==> config.mk <==
export PLATFORM = sky130hd
export DESIGN_NAME = fpcc_eval
export DESIGN_NICKNAME = d
export VERILOG_FILES = /design/src/rtl/fpcc_pkg.sv /design/src/rtl/fpcc_decode.sv /design/src/rtl/fpcc_cond.sv /design/src/rtl/fpcc_eval.sv
export SDC_FILE = /design/constraint.sdc
export NUM_CORES = 1
export LEC_CHECK = 0
export BUFFER_PORTS_ARGS = -buffer_cell sky130_fd_sc_hd__buf_4
export CORE_MARGIN = 5
export CORE_UTILIZATION = 39
export DETAILED_ROUTE_END_ITERATION = 6
export HOLD_SLACK_MARGIN = 0.05
export PLACE_DENSITY_LB_ADDON = 0.08
export SLEW_MARGIN = 30
export SYNTH_ARGS = -nofsm -noshare
export SYNTH_HDL_FRONTEND = slang
export SYNTH_SLANG_ARGS = --single-unit
export TNS_END_PERCENT = 20
==> constraint.sdc <==
create_clock -name clk -period 0.9 [get_ports clk]
set_clock_uncertainty 0.05 [all_clocks]
set_input_delay 0.045 -clock clk [delete_from_list [all_inputs] [get_ports clk]]
set_output_delay 0.045 -clock clk [all_outputs]
set_load 0.02 [all_outputs]
==> src/rtl/fpcc_pkg.sv <==
// Shared types and status-word bit positions for the condition evaluator.
// Assumes a 32-bit status word with codes in bits 27:24 and exceptions in 15:8.
package fpcc_pkg;
    localparam int STAT_W   = 32;
    localparam int CC_N     = 27;
    localparam int CC_Z     = 26;
    localparam int CC_NAN   = 24;
    localparam int EXC_LO   = 8;
    localparam int EXC_HI   = 15;
    localparam int BSUN_BIT = 15;

    typedef enum logic [2:0] {
        C_FALSE = 3'd0, C_EQ = 3'd1, C_GT = 3'd2, C_GE = 3'd3,
        C_LT    = 3'd4, C_LE = 3'd5, C_GL = 3'd6, C_OR = 3'd7
    } base_e;

    typedef struct packed {
        logic  illegal;
        logic  nan_sig;
        logic  negate;
        base_e base;
    } pred_dec_t;
endpackage

==> src/rtl/fpcc_decode.sv <==
// Splits the six-bit predicate into class, negate and base-condition fields.
// Assumes the caller has already dropped every predicate bit above bit 5.
module fpcc_decode
    import fpcc_pkg::*;
(
    input  logic [5:0] pred,
    output pred_dec_t  dec
);
    // Field extraction: a negated test folds onto its complementary base code.
    always_comb begin
        dec.illegal = pred[5];
        dec.nan_sig = pred[4];
        dec.negate  = pred[3];
        dec.base    = base_e'(pred[3] ? ~pred[2:0] : pred[2:0]);
    end
endmodule

==> src/rtl/fpcc_cond.sv <==
// Evaluates one base condition over the negative, zero and NaN codes.
// Assumes the codes come straight from the status word (no infinity input).
module fpcc_cond
    import fpcc_pkg::*;
(
    input  base_e base,
    input  logic  n,
    input  logic  z,
    input  logic  nan,
    output logic  hit
);
    // Condition table for the eight base codes.
    always_comb begin
        unique case (base)
            C_FALSE: hit = 1'b0;
            C_EQ:    hit = z;
            C_GT:    hit = !(nan || z || n);
            C_GE:    hit = z || !(nan || n);
            C_LT:    hit = n && !nan && !z;
            C_LE:    hit = z || (n && !nan);
            C_GL:    hit = !(nan || z);
            C_OR:    hit = !nan;
            default: hit = 1'b0;
        endcase
    end
endmodule

==> src/rtl/fpcc_eval.sv <==
// Registered floating-point condition predicate evaluator.
// Takes a one-cycle request with predicate and status word. Answers one cycle
// later and holds the answer until the next request.
// Assumes PRED_W >= 6 and the status-word layout of fpcc_pkg.
module fpcc_eval
    import fpcc_pkg::*;
#(
    parameter int PRED_W = 8
) (
    input  logic              clk,
    input  logic              rst_n,
    input  logic              req_i,
    input  logic [PRED_W-1:0] pred_i,
    input  logic [STAT_W-1:0] stat_i,
    output logic              valid_o,
    output logic              result_o,
    output logic              illegal_o,
    output logic [STAT_W-1:0] stat_o
);
    localparam int USED_W = 6;

    pred_dec_t         dec;
    logic              raw_hit;
    logic              truth;
    logic              bsun;
    logic [STAT_W-1:0] stat_nx;
    logic              unused_hi;

    assign unused_hi = ^pred_i[PRED_W-1:USED_W];

    fpcc_decode u_dec (
        .pred (pred_i[USED_W-1:0]),
        .dec  (dec)
    );

    fpcc_cond u_cond (
        .base (dec.base),
        .n    (stat_i[CC_N]),
        .z    (stat_i[CC_Z]),
        .nan  (stat_i[CC_NAN]),
        .hit  (raw_hit)
    );

    // Final outcome and branch-unordered decision.
    always_comb begin
        truth = raw_hit ^ dec.negate;
        bsun  = dec.nan_sig & stat_i[CC_NAN];
    end

    // Status rebuild: the exception byte is cleared except the unordered bit.
    for (genvar i = 0; i < STAT_W; i++) begin : g_stat
        if (i == BSUN_BIT) begin : g_bsun
            assign stat_nx[i] = bsun;
        end else if (i >= EXC_LO && i <= EXC_HI) begin : g_clr
            assign stat_nx[i] = 1'b0;
        end else begin : g_keep
            assign stat_nx[i] = stat_i[i];
        end
    end

    // Output registers: loaded on a request, held otherwise.
    always_ff @(posedge clk) begin
        if (!rst_n) begin
            valid_o   <= 1'b0;
            result_o  <= 1'b0;
            illegal_o <= 1'b0;
            stat_o    <= '0;
        end else begin
            valid_o <= req_i;
            if (req_i) begin
                illegal_o <= dec.illegal;
                result_o  <= dec.illegal ? 1'b0 : truth;
                stat_o    <= dec.illegal ? stat_i : stat_nx;
            end
        end
    end

    // a request is answered by valid in the next cycle.
    p_valid_follows_r2: assert property (@(posedge clk) disable iff (!rst_n)
        req_i |=> valid_o);

    // without a request the outputs hold.
    p_hold_r2: assert property (@(posedge clk) disable iff (!rst_n)
        !req_i |=> (!valid_o && $stable(result_o) && $stable(illegal_o) && $stable(stat_o)));

    // an illegal code gives a zero result and an untouched status word.
    p_illegal_clean_r3: assert property (@(posedge clk) disable iff (!rst_n)
        (req_i && pred_i[5]) |=> (illegal_o && !result_o && stat_o == $past(stat_i)));

    // after a legal request the low exception bits are clear.
    p_exc_clear_r6: assert property (@(posedge clk) disable iff (!rst_n)
        (valid_o && !illegal_o) |-> (stat_o[EXC_HI-1:EXC_LO] == '0));

    // the bits above the exception byte pass through.
    p_upper_kept_r6: assert property (@(posedge clk) disable iff (!rst_n)
        req_i |=> (stat_o[STAT_W-1:EXC_HI+1] == $past(stat_i[STAT_W-1:EXC_HI+1])));

    // a test that does not signal on NaN never sets branch-unordered.
    p_no_bsun_r7: assert property (@(posedge clk) disable iff (!rst_n)
        (req_i && !pred_i[5] && !pred_i[4]) |=> !stat_o[BSUN_BIT]);
endmodule

# After elaboration in Yosys (flattened, before gate mapping)
# Cells that the tools add are included.
dict set report op_classes {
  n_addsub 0
  mul 0
  n_div 0
  magnitude_cmp 0
  n_eq_ne 7
  n_shift 0
  mux 4
  n_bitwise 3
  reduce_logical 13
}
# cell n
set op_table {}
lappend op_table {{2-to-1 mux 16 bit} 1}
lappend op_table {{equality test 3 bit, second input constant} 4}
lappend op_table {{case mux 1 bit (8 select lines)} 1}
lappend op_table {{equality test 3 x 2 -> 1 bit, second input constant} 2}
lappend op_table {{zero test 1 bit} 5}
lappend op_table {{logical OR 1 bit} 5}
lappend op_table {{equality test 3 x 1 -> 1 bit, second input constant} 1}
lappend op_table {{zero test 3 bit} 1}
lappend op_table {{2-to-1 mux 3 bit} 1}
lappend op_table {{NOT 3 bit} 1}
lappend op_table {{logical AND 1 bit} 2}
lappend op_table {{bitwise AND 1 bit} 1}
lappend op_table {{2-to-1 mux 1 bit} 1}
lappend op_table {{bitwise XOR 1 bit} 1}
dict set report word_totals {
  reg_bits 35
  latchBits 0
  mem_bits_rw 0
  romBits 0
  input_bits 43
  n_memories 0
}

# Logic depth before layout (Yosys ltp)
dict set report logic_depth {
  depth_word 6
  depth_mapped 5
  depth_no_buf 4
}

# Cells and area by module
# A second synthesis with hierarchy kept.
dict set report unflattened {
  cells_unflattened 135
  hier_area_um2 1480.2
}
# mod instances cells_per_inst area_each_um2
set modules_own_cells {}
lappend modules_own_cells {fpcc_eval 1 124 1397.6}
lappend modules_own_cells {fpcc_decode 1 6 48.8}
lappend modules_own_cells {fpcc_cond 1 5 33.8}

# Worst setup path after synthesis
# No wires, ideal clock.
dict set report synth_timing {
  path_type {input -> register}
  start {input port stat_i[24]}
  end {register result_o}
  setup_time_ps 75
  t_arrival_ps 783
  t_required_ps 775
  setup_slack_ps -8
  cell_stages 4
  path_buffers 0
  path_cell_list {or4b_1 > o31ai_1 > nor3_1 > o22ai_1}
}
dict set report synth_via {
  elab_chain_len 6
  word_cells_on_any_way 14
}
# item line_no
set synth_lines {}
lappend synth_lines {{start, declared} fpcc_eval.sv:14} ;# input logic [STAT_W-1:0] stat_i,
lappend synth_lines {{zero test 1 bit, or another cell as far along} {fpcc_cond.sv:19, fpcc_cond.sv:20, fpcc_cond.sv:22}}
lappend synth_lines {{logical AND 1 bit, or another cell as far along} {fpcc_cond.sv:19, fpcc_cond.sv:20}}
lappend synth_lines {{logical OR 1 bit, or another cell as far along} fpcc_cond.sv:20} ;# C_LE: hit = z || (n && !nan);
lappend synth_lines {{case mux 1 bit (8 select lines) *} fpcc_cond.sv:14} ;# unique case (base)
lappend synth_lines {{bitwise XOR 1 bit *} fpcc_eval.sv:46} ;# truth = raw_hit ^ dec.negate;
lappend synth_lines {{2-to-1 mux 1 bit *} fpcc_eval.sv:72} ;# result_o <= dec.illegal ? 1'b0 : truth;
lappend synth_lines {{end signal, assigned} fpcc_eval.sv:72}
lappend synth_lines {{end, declared} fpcc_eval.sv:16} ;# output logic result_o,
# Every way passes the cells marked *; elsewhere a longest branch is shown, timed or not.
# A chain may end at the register's enable or synchronous reset.

# Worst setup path after layout
dict set report layout_timing {
  start {register stat_o[28]}
  end {output port stat_o[28]}
}
# item line_no
set layout_lines {}
lappend layout_lines {{start, declared} fpcc_eval.sv:18} ;# output logic [STAT_W-1:0] stat_o
lappend layout_lines {{start signal, assigned} fpcc_eval.sv:73} ;# stat_o <= dec.illegal ? stat_i : stat_nx;
# No word-level cell between the ends.

==> impl_metrics.env <==
export IMPL_status="finished with violations"
export IMPL_violations="negative setup slack"
export IMPL_hold_violations=0
export IMPL_routed_wl_mm=4.14
export IMPL_cts_clk_slew_worst_paths_ns=0.10
export IMPL_seq_area_um2=744
export IMPL_synth_seq_area_share_pct=50.8
export IMPL_layout_nets=292
export IMPL_drc_errors=0
export IMPL_cp_slowest_stage_delay_ns=0.36
export IMPL_critPathRequiredTime_ns=0.81
export IMPL_final_cell_mix="buf_4, nor2b_1, dfxtp_2, buf_6, dlygate4sd3_1"
export IMPL_row_count=21
export IMPL_grt_antenna_before_repair=0
export IMPL_cellPowerDensity_nw_per_um2=1340
export IMPL_cts_tree="yes"
export IMPL_ant_nets=0
export IMPL_viasPerCell=4.67
export IMPL_synth_warnings=0
export IMPL_cp_max_fo=2
export IMPL_end_kind="primary output"
export IMPL_reg2reg_depth=3
export IMPL_clockBufferDepth=2
export IMPL_worstSkewPairLatency_ns=0.33
export IMPL_grt_ovfl_total=0
export IMPL_min_path_cells=2
export IMPL_antennaDiodeCount=0
export IMPL_worstHoldStart="rst_n"
export IMPL_vias=1383
export IMPL_hold_buffers=30
export IMPL_r2r_end="stat_o[16]$_SDFFE_PN0P_"
export IMPL_hpwl_mm=2.59
export IMPL_port_buffers=75
export IMPL_grt_pass1_wl_mm=7.00
export IMPL_initial_core_util_pct=40.7
export IMPL_h_tree_depth=2
export IMPL_crit_chain="buf_6"
export IMPL_worst_pin_slew_ns=0.302
export IMPL_cap_violations=0
export IMPL_synth_seq_cells=35
export IMPL_area_growth_pct=89.3
export IMPL_core_um2=3390
export IMPL_die_area_um2=4830
export IMPL_io_pins=78
export IMPL_synth_top_area_share_pct=50.8
export IMPL_p_leak_nw=1.20
export IMPL_rsz0062_at_grt="yes"
export IMPL_synth_cell_type_count=18
export IMPL_cp_top_family="flip-flops"
export IMPL_final_setup_viol_count=2
export IMPL_grt_usage_pct=18.1
export IMPL_die_w_um=69.5
export IMPL_yosys_area_top_type="dfxtp_1"
export IMPL_max_slew_margin_pct=79.8
export IMPL_synthCells=133
export IMPL_grt_pass1_vias=1536
export IMPL_syn_area_um2=1380
export IMPL_finalCritPeriodShare_pct=100
export IMPL_peakVddDrop_mv=0.756
export IMPL_initialDrtViolationCount=44
export IMPL_drive_gt1_share_pct=52.0
export IMPL_cts_sinks=35
export IMPL_total_power_mw=3.49
export IMPL_routedWlPerCell_um=14.0
export IMPL_arrival_ns=0.81
export IMPL_syn_avg_cell_area_um2=10.4
export IMPL_clock_root_buffer="clkbuf_4"
export IMPL_worstSetupPathType="reg -> out"
export IMPL_worst_slack_ns=-0.00286
export IMPL_whs_ns=0.00179
export IMPL_cp_buffers_inverters=1
export IMPL_yosys_top_cells_area="dfxtp_1, nor2b_1, mux2i_1"
export IMPL_slowest_stage="dfxtp_2"
export IMPL_path_depth=1
export IMPL_hold_path_endpoint="stat_o[25]$_SDFFE_PN0P_"
export IMPL_gp_congestion=0.852
export IMPL_first_pass_iters=4
export IMPL_r2r_slack_ns=0.09
export IMPL_startpoint_type="register"
export IMPL_num_fill_cells=227
export IMPL_fmax_ghz=1.11
export IMPL_reg2reg_from="stat_o[16]$_SDFFE_PN0P_"
export IMPL_fp_dieH_um=69.5
export IMPL_grt_max_degree=22
export IMPL_drv_slew=0
export IMPL_hp_class="in -> reg"
export IMPL_numCtsBuffers=5
export IMPL_syn_nets=176
export IMPL_post_route_min_period_ns=0.903
export IMPL_multi_input_area_um2=644
export IMPL_final_common_cell="buf_4"
==> routing by layer <==
metal  global-route usage [%]  wire length, µm  vias to the layer above
met5                        0                0                        -
met4                     8.03              119                        0
met3                     5.22              234                       15
met2                     35.2             2260                       54
met1                     17.3             1520                      637
li1                         -                -                      677
==> where the power goes <==
group          leakage (nW)  switching, mW  internal (mW)
sequential            0.301         0.0609           1.65
combinational         0.864          0.327          0.505
clock                0.0386          0.491          0.460
total                  1.20          0.879           2.62
==> cell type report <==
cell class	count	share of cell area (%)
clock buffers	8	2.63
multi-input cells	90	24.7
flip-flops and latches	35	28.5
well taps	46	2.20
repair buffers	117	42.0
==> state kept, by name (all words and copies together) (netlist names) <==
register,cells
valid_o,1
stat_o,32
illegal_o,1
result_o,1
==> worst max-delay path by stage <==
stage,start,endpoint,slack [ns]
after global placement,stat_i[24],result_o$_SDFFE_PN0P_,-0.13
final,stat_o[28]$_SDFFE_PN0P_,stat_o[28],-0.003
after floorplan,stat_i[24],result_o$_SDFFE_PN0P_,0.009
after CTS,valid_o$_SDFF_PN0_,valid_o,-0.02
after global routing,stat_o[15]$_SDFFE_PN0P_,stat_o[15],-0.04
after detailed placement,stat_i[24],result_o$_SDFFE_PN0P_,-0.16
==> timing repair <==
item,CTS,global route
hold endpoints to repair,34,19
buffers inserted,2,2
gates cloned,0,0
gates resized for setup,66,4
endpoints found under the setup margin,35,35
==> metrics by stage <==
| step | TNS [ns] | setup WS, ns | instances | instance area, µm² | util (%) |
|---|---|---|---|---|---|
| detailed placement | -0.160 | -0.160 | 254 | 2040 | 60.1 |
| CTS | -0.183 | -0.0170 | 294 | 2590 | 76.3 |
| floorplan | 0 | 0.00948 | 133 | 1380 | - |
| finish | -0.00320 | -0.00286 | 296 | 2610 | 77.1 |
| global route | -0.874 | -0.0368 | 296 | 2610 | 77.1 |
| global placement | -0.128 | -0.128 | 254 | 2040 | 60.1 |
==> cell usage after synthesis <==
| library cell | instances |
|---|---|
| mux2i_1 | 24 |
| nor3_1 | 1 |
| nor2b_1 | 40 |
| or4b_1 | 1 |
| a21bo_2 | 1 |
| o22ai_1 | 1 |
| o31ai_1 | 1 |
| o32ai_1 | 1 |
| dfxtp_1 | 35 |
| clkbuf_1 | 4 |
| o21a_1 | 1 |
| and2_1 | 2 |
| buf_2 | 4 |
| nand2b_1 | 1 |
| a21oi_1 | 8 |
| nand2_1 | 6 |
| o211ai_1 | 1 |
| o211a_1 | 1 |
==> logic make-up (layout without fill, tap and decap cells) <==
| kind of cell | count (synthesis) | after routing | synth area share [%] |
|---|---|---|---|
| AOI/OAI and AO/OA | 15 | 15 | 7.07 |
| buffers and inverters | 8 | 125 | 2.54 |
| DFF | 35 | 35 | 50.8 |
| muxes | 24 | 24 | 17.4 |
| and+or+nand+nor | 51 | 51 | 22.2 |
Power figures use the tool's default switching activity.
